$ cat config.mk
export PLATFORM = sky130hd
export DESIGN_NAME = sor_router
export DESIGN_NICKNAME = d
export VERILOG_FILES = /design/src/rtl/sor_pkg.sv /design/src/rtl/sor_in_fifo.sv /design/src/rtl/sor_out_buf.sv /design/src/rtl/sor_sched.sv /design/src/rtl/sor_router.sv
export SDC_FILE = /design/constraint.sdc
export NUM_CORES = 2
export LEC_CHECK = 0
export BUFFER_PORTS_ARGS = -buffer_cell sky130_fd_sc_hd__buf_4
export CAP_MARGIN = 25
export CORE_ASPECT_RATIO = 1.2
export CORE_MARGIN = 3
export CORE_UTILIZATION = 50
export CTS_CLUSTER_SIZE = 20
export DETAILED_ROUTE_END_ITERATION = 10
export PLACE_DENSITY_LB_ADDON = 0.25
export SLEW_MARGIN = 25
export SYNTH_ARGS = -nofsm -noshare
export SYNTH_HDL_FRONTEND = slang
export SYNTH_HIERARCHICAL = 1
export SYNTH_SLANG_ARGS = --single-unit
$ cat constraint.sdc
create_clock -name clk -period 10.85 [get_ports clk]
set_input_delay 2.17 -clock clk [delete_from_list [all_inputs] [get_ports clk]]
set_output_delay 2.17 -clock clk [all_outputs]
set_load 0.05 [all_outputs]
$ cat src/rtl/sor_pkg.sv
package sor_pkg;
  localparam int NPORT = 5;
  localparam int SEL_W = 3;

  typedef enum logic [2:0] {
    OP_ROUTE = 3'd0,
    OP_JZ    = 3'd1,
    OP_JNZ   = 3'd2,
    OP_JMP   = 3'd3
  } op_e;

  typedef struct packed {
    logic                        spare;
    logic [9:0]                  target;
    logic [SEL_W-1:0]            bsrc;
    logic [2:0]                  op;
    logic [NPORT-1:0][SEL_W-1:0] sel;
  } rinstr_t;

  // one-hot input mask for a source code; codes outside 1..NPORT select nothing
  function automatic logic [NPORT-1:0] src_mask(logic [SEL_W-1:0] code);
    logic [NPORT-1:0] m;
    m = '0;
    for (int i = 0; i < NPORT; i++) if (code == SEL_W'(i + 1)) m[i] = 1'b1;
    return m;
  endfunction

  function automatic logic tests_word(logic [2:0] op);
    return (op == OP_JZ) || (op == OP_JNZ);
  endfunction

  function automatic logic jump_taken(logic [2:0] op, logic word_is_zero);
    case (op)
      OP_JZ:   return word_is_zero;
      OP_JNZ:  return !word_is_zero;
      OP_JMP:  return 1'b1;
      default: return 1'b0;
    endcase
  endfunction
endpackage

$ cat src/rtl/sor_in_fifo.sv
module sor_in_fifo #(
  parameter int DW    = 32,
  parameter int DEPTH = 4
) (
  input  logic          clk,
  input  logic          rst,
  input  logic          push,
  input  logic [DW-1:0] push_data,
  input  logic          pop,
  output logic [DW-1:0] head,
  output logic          empty,
  output logic          ready
);
  localparam int PW = (DEPTH > 1) ? $clog2(DEPTH) : 1;
  localparam int CW = $clog2(DEPTH + 1);

  logic [DW-1:0] slot [DEPTH];
  logic [PW-1:0] rd_ptr, wr_ptr;
  logic [CW-1:0] count;

  function automatic logic [PW-1:0] bump(logic [PW-1:0] p);
    return (p == PW'(DEPTH - 1)) ? '0 : p + 1'b1;
  endfunction

  always_ff @(posedge clk) begin
    if (rst) begin
      rd_ptr <= '0;
      wr_ptr <= '0;
      count  <= '0;
    end else begin
      if (push) begin
        slot[wr_ptr] <= push_data;
        wr_ptr       <= bump(wr_ptr);
      end
      if (pop) rd_ptr <= bump(rd_ptr);
      count <= count + CW'(push) - CW'(pop);
    end
  end

  assign head  = slot[rd_ptr];
  assign empty = (count == '0);
  assign ready = (count != CW'(DEPTH));
endmodule

$ cat src/rtl/sor_out_buf.sv
module sor_out_buf #(
  parameter int DW = 32
) (
  input  logic          clk,
  input  logic          rst,
  input  logic          load,
  input  logic [DW-1:0] load_data,
  input  logic          drain,
  output logic          valid,
  output logic [DW-1:0] data,
  output logic          full
);
  always_ff @(posedge clk) begin
    if (rst) begin
      valid <= 1'b0;
      data  <= '0;
    end else if (load) begin
      valid <= 1'b1;
      data  <= load_data;
    end else if (drain) begin
      valid <= 1'b0;
    end
  end

  assign full = valid && !drain;
endmodule

$ cat src/rtl/sor_sched.sv
module sor_sched
  import sor_pkg::*;
#(
  parameter int DW      = 32,
  parameter int IMEM_AW = 6
) (
  input  logic                       clk,
  input  logic                       rst,
  input  logic                       we,
  input  logic [IMEM_AW-1:0]         waddr,
  input  logic [31:0]                wdata,
  input  logic [NPORT-1:0][DW-1:0]   in_head,
  input  logic [NPORT-1:0]           in_empty,
  input  logic [NPORT-1:0]           out_full,
  output logic [NPORT-1:0]           pop_vec,
  output logic [NPORT-1:0]           load_vec,
  output logic [NPORT-1:0][DW-1:0]   route_data,
  output logic                       fire,
  output logic                       taken,
  output logic [IMEM_AW-1:0]         br_tgt,
  output logic [IMEM_AW-1:0]         pc
);
  localparam int DEPTH = 1 << IMEM_AW;

  logic [31:0]      imem [DEPTH];
  rinstr_t          ins;
  logic [NPORT-1:0] need_in, need_out;
  logic [DW-1:0]    test_word;
  logic             unused_bits;

  always_ff @(posedge clk) begin
    if (we) imem[waddr] <= wdata;
  end

  assign ins         = rinstr_t'(imem[pc]);
  assign unused_bits = ^{ins.spare, ins.target};

  always_comb begin
    need_in   = '0;
    need_out  = '0;
    test_word = '0;
    for (int o = 0; o < NPORT; o++) begin
      route_data[o] = '0;
      for (int i = 0; i < NPORT; i++)
        if (src_mask(ins.sel[o])[i]) route_data[o] = in_head[i];
      need_out[o] = |src_mask(ins.sel[o]);
      need_in     = need_in | src_mask(ins.sel[o]);
    end
    if (tests_word(ins.op)) begin
      need_in = need_in | src_mask(ins.bsrc);
      for (int i = 0; i < NPORT; i++)
        if (src_mask(ins.bsrc)[i]) test_word = in_head[i];
    end
  end

  assign fire     = !(|(need_in & in_empty)) && !(|(need_out & out_full));
  assign pop_vec  = fire ? need_in : '0;
  assign load_vec = fire ? need_out : '0;
  assign taken    = jump_taken(ins.op, test_word == '0);
  assign br_tgt   = ins.target[IMEM_AW-1:0];

  always_ff @(posedge clk) begin
    if (rst)       pc <= '0;
    else if (fire) pc <= taken ? br_tgt : pc + 1'b1;
  end
endmodule

$ cat src/rtl/sor_router.sv
module sor_router
  import sor_pkg::*;
#(
  parameter int DW         = 32,
  parameter int FIFO_DEPTH = 4,
  parameter int IMEM_AW    = 6
) (
  input  logic                     clk,
  input  logic                     rst,
  input  logic                     imem_we,
  input  logic [IMEM_AW-1:0]       imem_addr,
  input  logic [31:0]              imem_wdata,
  input  logic [NPORT-1:0]         in_valid,
  input  logic [NPORT-1:0][DW-1:0] in_data,
  output logic [NPORT-1:0]         in_ready,
  output logic [NPORT-1:0]         out_valid,
  output logic [NPORT-1:0][DW-1:0] out_data,
  input  logic [NPORT-1:0]         out_ready
);
  logic [NPORT-1:0]         in_empty, out_full, pop_vec, load_vec;
  logic [NPORT-1:0][DW-1:0] in_head, route_data;
  logic                     fire, taken;
  logic [IMEM_AW-1:0]       pc, br_tgt;

  for (genvar p = 0; p < NPORT; p++) begin : g_port
    sor_in_fifo #(.DW(DW), .DEPTH(FIFO_DEPTH)) u_fifo (
      .clk(clk), .rst(rst),
      .push(in_valid[p] && in_ready[p]), .push_data(in_data[p]),
      .pop(pop_vec[p]), .head(in_head[p]),
      .empty(in_empty[p]), .ready(in_ready[p])
    );
    sor_out_buf #(.DW(DW)) u_obuf (
      .clk(clk), .rst(rst),
      .load(load_vec[p]), .load_data(route_data[p]),
      .drain(out_ready[p]), .valid(out_valid[p]),
      .data(out_data[p]), .full(out_full[p])
    );
  end

  sor_sched #(.DW(DW), .IMEM_AW(IMEM_AW)) u_sched (
    .clk(clk), .rst(rst),
    .we(imem_we), .waddr(imem_addr), .wdata(imem_wdata),
    .in_head(in_head), .in_empty(in_empty), .out_full(out_full),
    .pop_vec(pop_vec), .load_vec(load_vec), .route_data(route_data),
    .fire(fire), .taken(taken), .br_tgt(br_tgt), .pc(pc)
  );
endmodule

# Word level (Yosys, flattened, before mapping)
# Memories as Yosys holds them, arrays and structs flattened. A register that Yosys moved wholly into a read port is not among the register bits.
# Index checks and enable logic that the tools add are counted.
# word_totals
inputBits,211
reg_bits,206
output_inout_bits,170
ram_bits,2688
mem_count,6
elab_cells,266
# mem_list
name,depth,word_bits,read_ports,rd_clocked_by_memory_dff,wr,line,rtl
u_sched.imem,64,32,1,1,1,sor_sched.sv:25,logic [31:0] imem [DEPTH];
g_port[0].u_fifo.slot,4,32,1,1,1,sor_in_fifo.sv:17,logic [DW-1:0] slot [DEPTH];
g_port[1].u_fifo.slot,4,32,1,1,1,sor_in_fifo.sv:17,
g_port[2].u_fifo.slot,4,32,1,1,1,sor_in_fifo.sv:17,
g_port[3].u_fifo.slot,4,32,1,1,1,sor_in_fifo.sv:17,
g_port[4].u_fifo.slot,4,32,1,1,1,sor_in_fifo.sv:17,
# op_classes
eq_ne,48
mux,120
n_addsub,21
reduce_logical,38
n_bitwise,7
# op_table
op,count
two-way mux 32 bit,31
two-way mux 1 bit,62
equality test 3 x 2 -> 1 bit (second input constant),14
two-way mux 2 bit,20
equality test 3 bit (second input constant),12
OR reduction 5 bit,7
logical NOT 32 bit,1
OR 5 bit,5
equality test 3 x 1 -> 1 bit (second input constant),7
adder 2 x 1 -> 2 bit (second input constant),10
equality test 2 bit (second input constant),10
two-way mux 6 bit,3
adder 3 x 1 -> 3 bit,5
logical NOT 3 bit,5
two-way mux 5 bit,3
inequality test 3 bit (second input constant),5
subtractor 3 x 1 -> 3 bit,5
logical AND 1 bit,11
bitwise AND 5 bit,2
nonzero test 2 bit,5
logical NOT 1 bit,8
adder 6 x 1 -> 6 bit (second input constant),1
case mux 1 bit (3 select lines),1
logical OR 1 bit,1

# Longest topological paths before layout
# depth
depth_word,15
depth_mapped,28
ltp_nobuf,18

# Modules after synthesis
# Netlist, hierarchy kept.
# modules_own_cells
mod,seq_area_each_um2,area_per_inst_um2,cells_per_inst,instances
sor_sched,52130.0,74223.7,4172,1
sor_in_fifo,4023.9,5117.4,211,5
sor_out_buf,660.6,1212.4,107,5
sor_router,0.0,31.3,5,1

# Worst setup path before layout
# OpenSTA, ideal clock, no wires.
# synth_timing
path_type,input-to-reg
startpoint,in imem_addr[5]
endpoint,"mem u_sched.imem[48][0], enable pin"
stages,4
arrival_ns,4.711
n_path_buf,1
required_ns,10.405
setup_slack_ns,5.694
setup_time_ns,0.445
cell_sequence,clkbuf_1 > nand3_1 > or3_1 > nor3_1
# synth_rtl
element,line,rtl
from (decl),sor_router.sv:11,"input logic [IMEM_AW-1:0] imem_addr,"
to (decl),sor_sched.sv:25,
# Straight into the memory's write port.

==> results.json <==
{
  "critPathKind": "flop to flop",
  "critical_path.most_common_cell": "buf_4",
  "synth_edf_count": 2368,
  "power.static_leakage_nw": 38.9,
  "tritoncts": "yes",
  "root_buffer": "clkbuf_16",
  "worstPathArrival_ps": 8470,
  "cts_sinks": 2590,
  "max_freq_mhz": 129,
  "synth.area.top_cells": "edfxtp_1, mux4_2, mux2i_1",
  "htree_levels": 4,
  "wirelength_um": 318000,
  "cts_setup_buffers": 0,
  "yosys.cell_types.count": 94,
  "antenna_found_initial": 39,
  "power.density_nw_per_um2": 214,
  "setup_viol": 0,
  "drtIter0Drc": 7680,
  "start_util_pct": 50.4,
  "yosysSeqAreaShare_pct": 71.3,
  "fin_crit_ps": 7740,
  "relSlewSlack_pct": 20.2,
  "worstHoldPathType": "flop to flop",
  "nets": 6460,
  "cts_max_path_buffers": 3,
  "yosys_register_bits": 2590,
  "grt_overflow": 0,
  "rsz0062_at_grt": "false",
  "viasPerCell": 6.48,
  "timing.final.ws_setup_ps": 3110,
  "vias": 59900,
  "fin_cells": 9232,
  "ant_nets": 0,
  "yosys.area.top_type": "edfxtp_1",
  "fillers": 15800,
  "cp.buffers_inverters": 5,
  "first_pass_iters": 7,
  "drv_cap": 0,
  "drcViolationCount": 0,
  "grtUsageTotal_pct": 29.0,
  "ctsHoldBuffers": 0,
  "grt_pass1_vias": 58400,
  "critPathCaptureType": "flop",
  "status": "complete, no violations",
  "mostFrequentLayoutCells": "edfxtp_1, mux2i_1, buf_4",
  "cts_resized": 0,
  "dpl_worst_slack_ps": 3350,
  "crit_required_ps": 11590,
  "std_cell_rows": 184,
  "ys.warnings.count": 6,
  "crit_cells": 19,
  "grt_max_degree": 160,
  "peakVddDrop_mv": 0.211,
  "dp_cells": 8756,
  "yosysTopAreaCellShare_pct": 67.1,
  "rr_worst_depth": 19,
  "synthCells": 5767,
  "insertion_delay_ps": 910,
  "holdPathStages": 2,
  "fp.dieW_um": 426,
  "clk_pin_slew_ps": 60,
  "dp_hpwl_um": 192000,
  "netlist_area_sq_um": 106000,
  "die_area_sq_um": 217000,
  "gp_congestion": 0.966,
  "tightest_slew_ps": 1190,
  "wl_per_cell_um": 34.4,
  "synthFlopType": "edfxtp_1",
  "critical_path.max_stage_delay_ps": 960,
  "total_power_w": 0.0256,
  "area_delta_synth_final_pct": 13.3,
  "cpLargestDelayFamily": "compound AO/OA/AOI/OAI gates",
  "numCtsBuffers": 240,
  "async_reset_ff_share_pct": 0,
  "start_kind": "flop",
  "final.period_utilization_pct": 71.3,
  "drive_above_1_share_pct": 25.0,
  "hold_violations": 0,
  "die_h_um": 510,
  "coreArea_sq_um": 210000,
  "port_buffers": 375,
  "worstPathCellList": "buf_4 -> buf_4 -> mux4_2 -> a22oi_1 -> o21ai_0 -> o221ai_4 -> buf_4 -> buf_4 -> o32ai_1 -> or4b_4 -> a2bb2oi_4 -> o2111a_4 -> nand2_4 -> a21oi_1 -> ha_1 -> inv_1 -> ha_1 -> fa_1 -> nor2b_1",
  "layout_commonest_cell": "edfxtp_1",
  "critPathSlowestCell": "dfxtp_4",
  "crit_fanout": 40,
  "ios": 381,
  "drv_slew": 0,
  "syn_area_per_cell_sq_um": 18.4,
  "setup_tns_ps": 0,
  "synth_fp_nets": 6019,
  "clock_skew_ps": 36.7,
  "grt_pass1_wl_um": 443000
}
## power by group
group | switching, W | total (W) | leakage (nW) | internal (W)
clock network | 0.00372 | 0.00845 | 3.83 | 0.00472
logic | 0.00376 | 0.00590 | 11.9 | 0.00214
registers | 0.000147 | 0.0113 | 23.2 | 0.0111
total | 0.00762 | 0.0256 | 38.9 | 0.0180
## layer usage
layer,vias up,track usage [%],part of all wire [%]
met5,-,0,0.073
met4,30,16.3,6.4
met3,850,6.00,9.7
met2,3664,46.2,48
met1,31100,37.5,36
li1,24200,-,-
## cell usage after synthesis, types with 14 or more instances
library cell  number
edfxtp_1        2368
mux2i_1          574
mux4_2           532
nand2_1          317
nor2_1           303
dfxtp_1          222
o21ai_0          178
clkbuf_1         159
a21oi_1          144
a22oi_1           88
o22ai_1           72
inv_1             70
buf_2             68
nor4_1            48
buf_6             40
nand3_1           37
and2_1            36
ha_1              36
mux4_1            36
buf_1             35
nor2b_1           35
a222oi_1          32
buf_12            32
nor3_1            30
nand2b_1          22
and3_1            17
buf_4             16
nand4_1           16
a31oi_1           15
or3b_2            14
## final cells by class
class                   count  area, sq um  share of cell area [%]
diodes                     28         70.1                  0.0584
clock inverters           136         1530                    1.28
clock buffers             312         6400                    5.33
inverters                  73          274                   0.228
well taps                2790         3490                    2.91
flip-flops and latches   2590        75600                    63.0
multi-input cells        2750        28500                    23.7
repair buffers            553         4220                    3.51
## final timing paths
kind                                           startpoint                         to  slack [ps]
worst max-delay path                                 flop  g_port[3].u_fifo/count[1]        3110
worst min-delay path            g_port[2].u_obuf/data[16]  g_port[2].u_obuf/data[16]         490
worst max register to register                       flop  g_port[3].u_fifo/count[1]        3110
worst min register to register  g_port[2].u_obuf/data[16]  g_port[2].u_obuf/data[16]         490
## registers in the layout, summed over array words and instances (netlist names), named ones only
name                  count
g_port.u_fifo/count      15
g_port.u_fifo/wr_ptr     10
g_port.u_fifo/slot      640
u_sched/imem           1728
u_sched/pc                6
g_port.u_obuf/valid       5
g_port.u_obuf/data      160
g_port.u_fifo/rd_ptr     10
## worst register-to-register path, stage by stage (launching register included)
cell	delay, ps
dfxtp_4	960
buf_4	530
buf_4	340
mux4_2	540
a22oi_1	190
o21ai_0	300
o221ai_4	290
buf_4	580
buf_4	620
o32ai_1	170
or4b_4	600
a2bb2oi_4	190
o2111a_4	280
nand2_4	140
a21oi_1	740
ha_1	380
inv_1	60
ha_1	140
fa_1	400
nor2b_1	140
## per-stage QoR
step	area (sq um)	hold slack, ps	utilization [%]
6_report	120000	494	57.2
5_1_grt	120000	516	57.1
4_1_cts	120000	501	57.1
3_5_place_dp	112000	485	53.3
3_3_place_gp	112000	476	53.3
2_1_floorplan	106000	469	-
## cells by family after synthesis
family	synth area share, %
fa+ha+maj	0.520
xor+xnor	0.129
flops	71.3
simple gates	3.98
buf+inv	2.45
compound gates	3.86
mux	17.7
No activity file was read; power rests on OpenSTA's default activity.
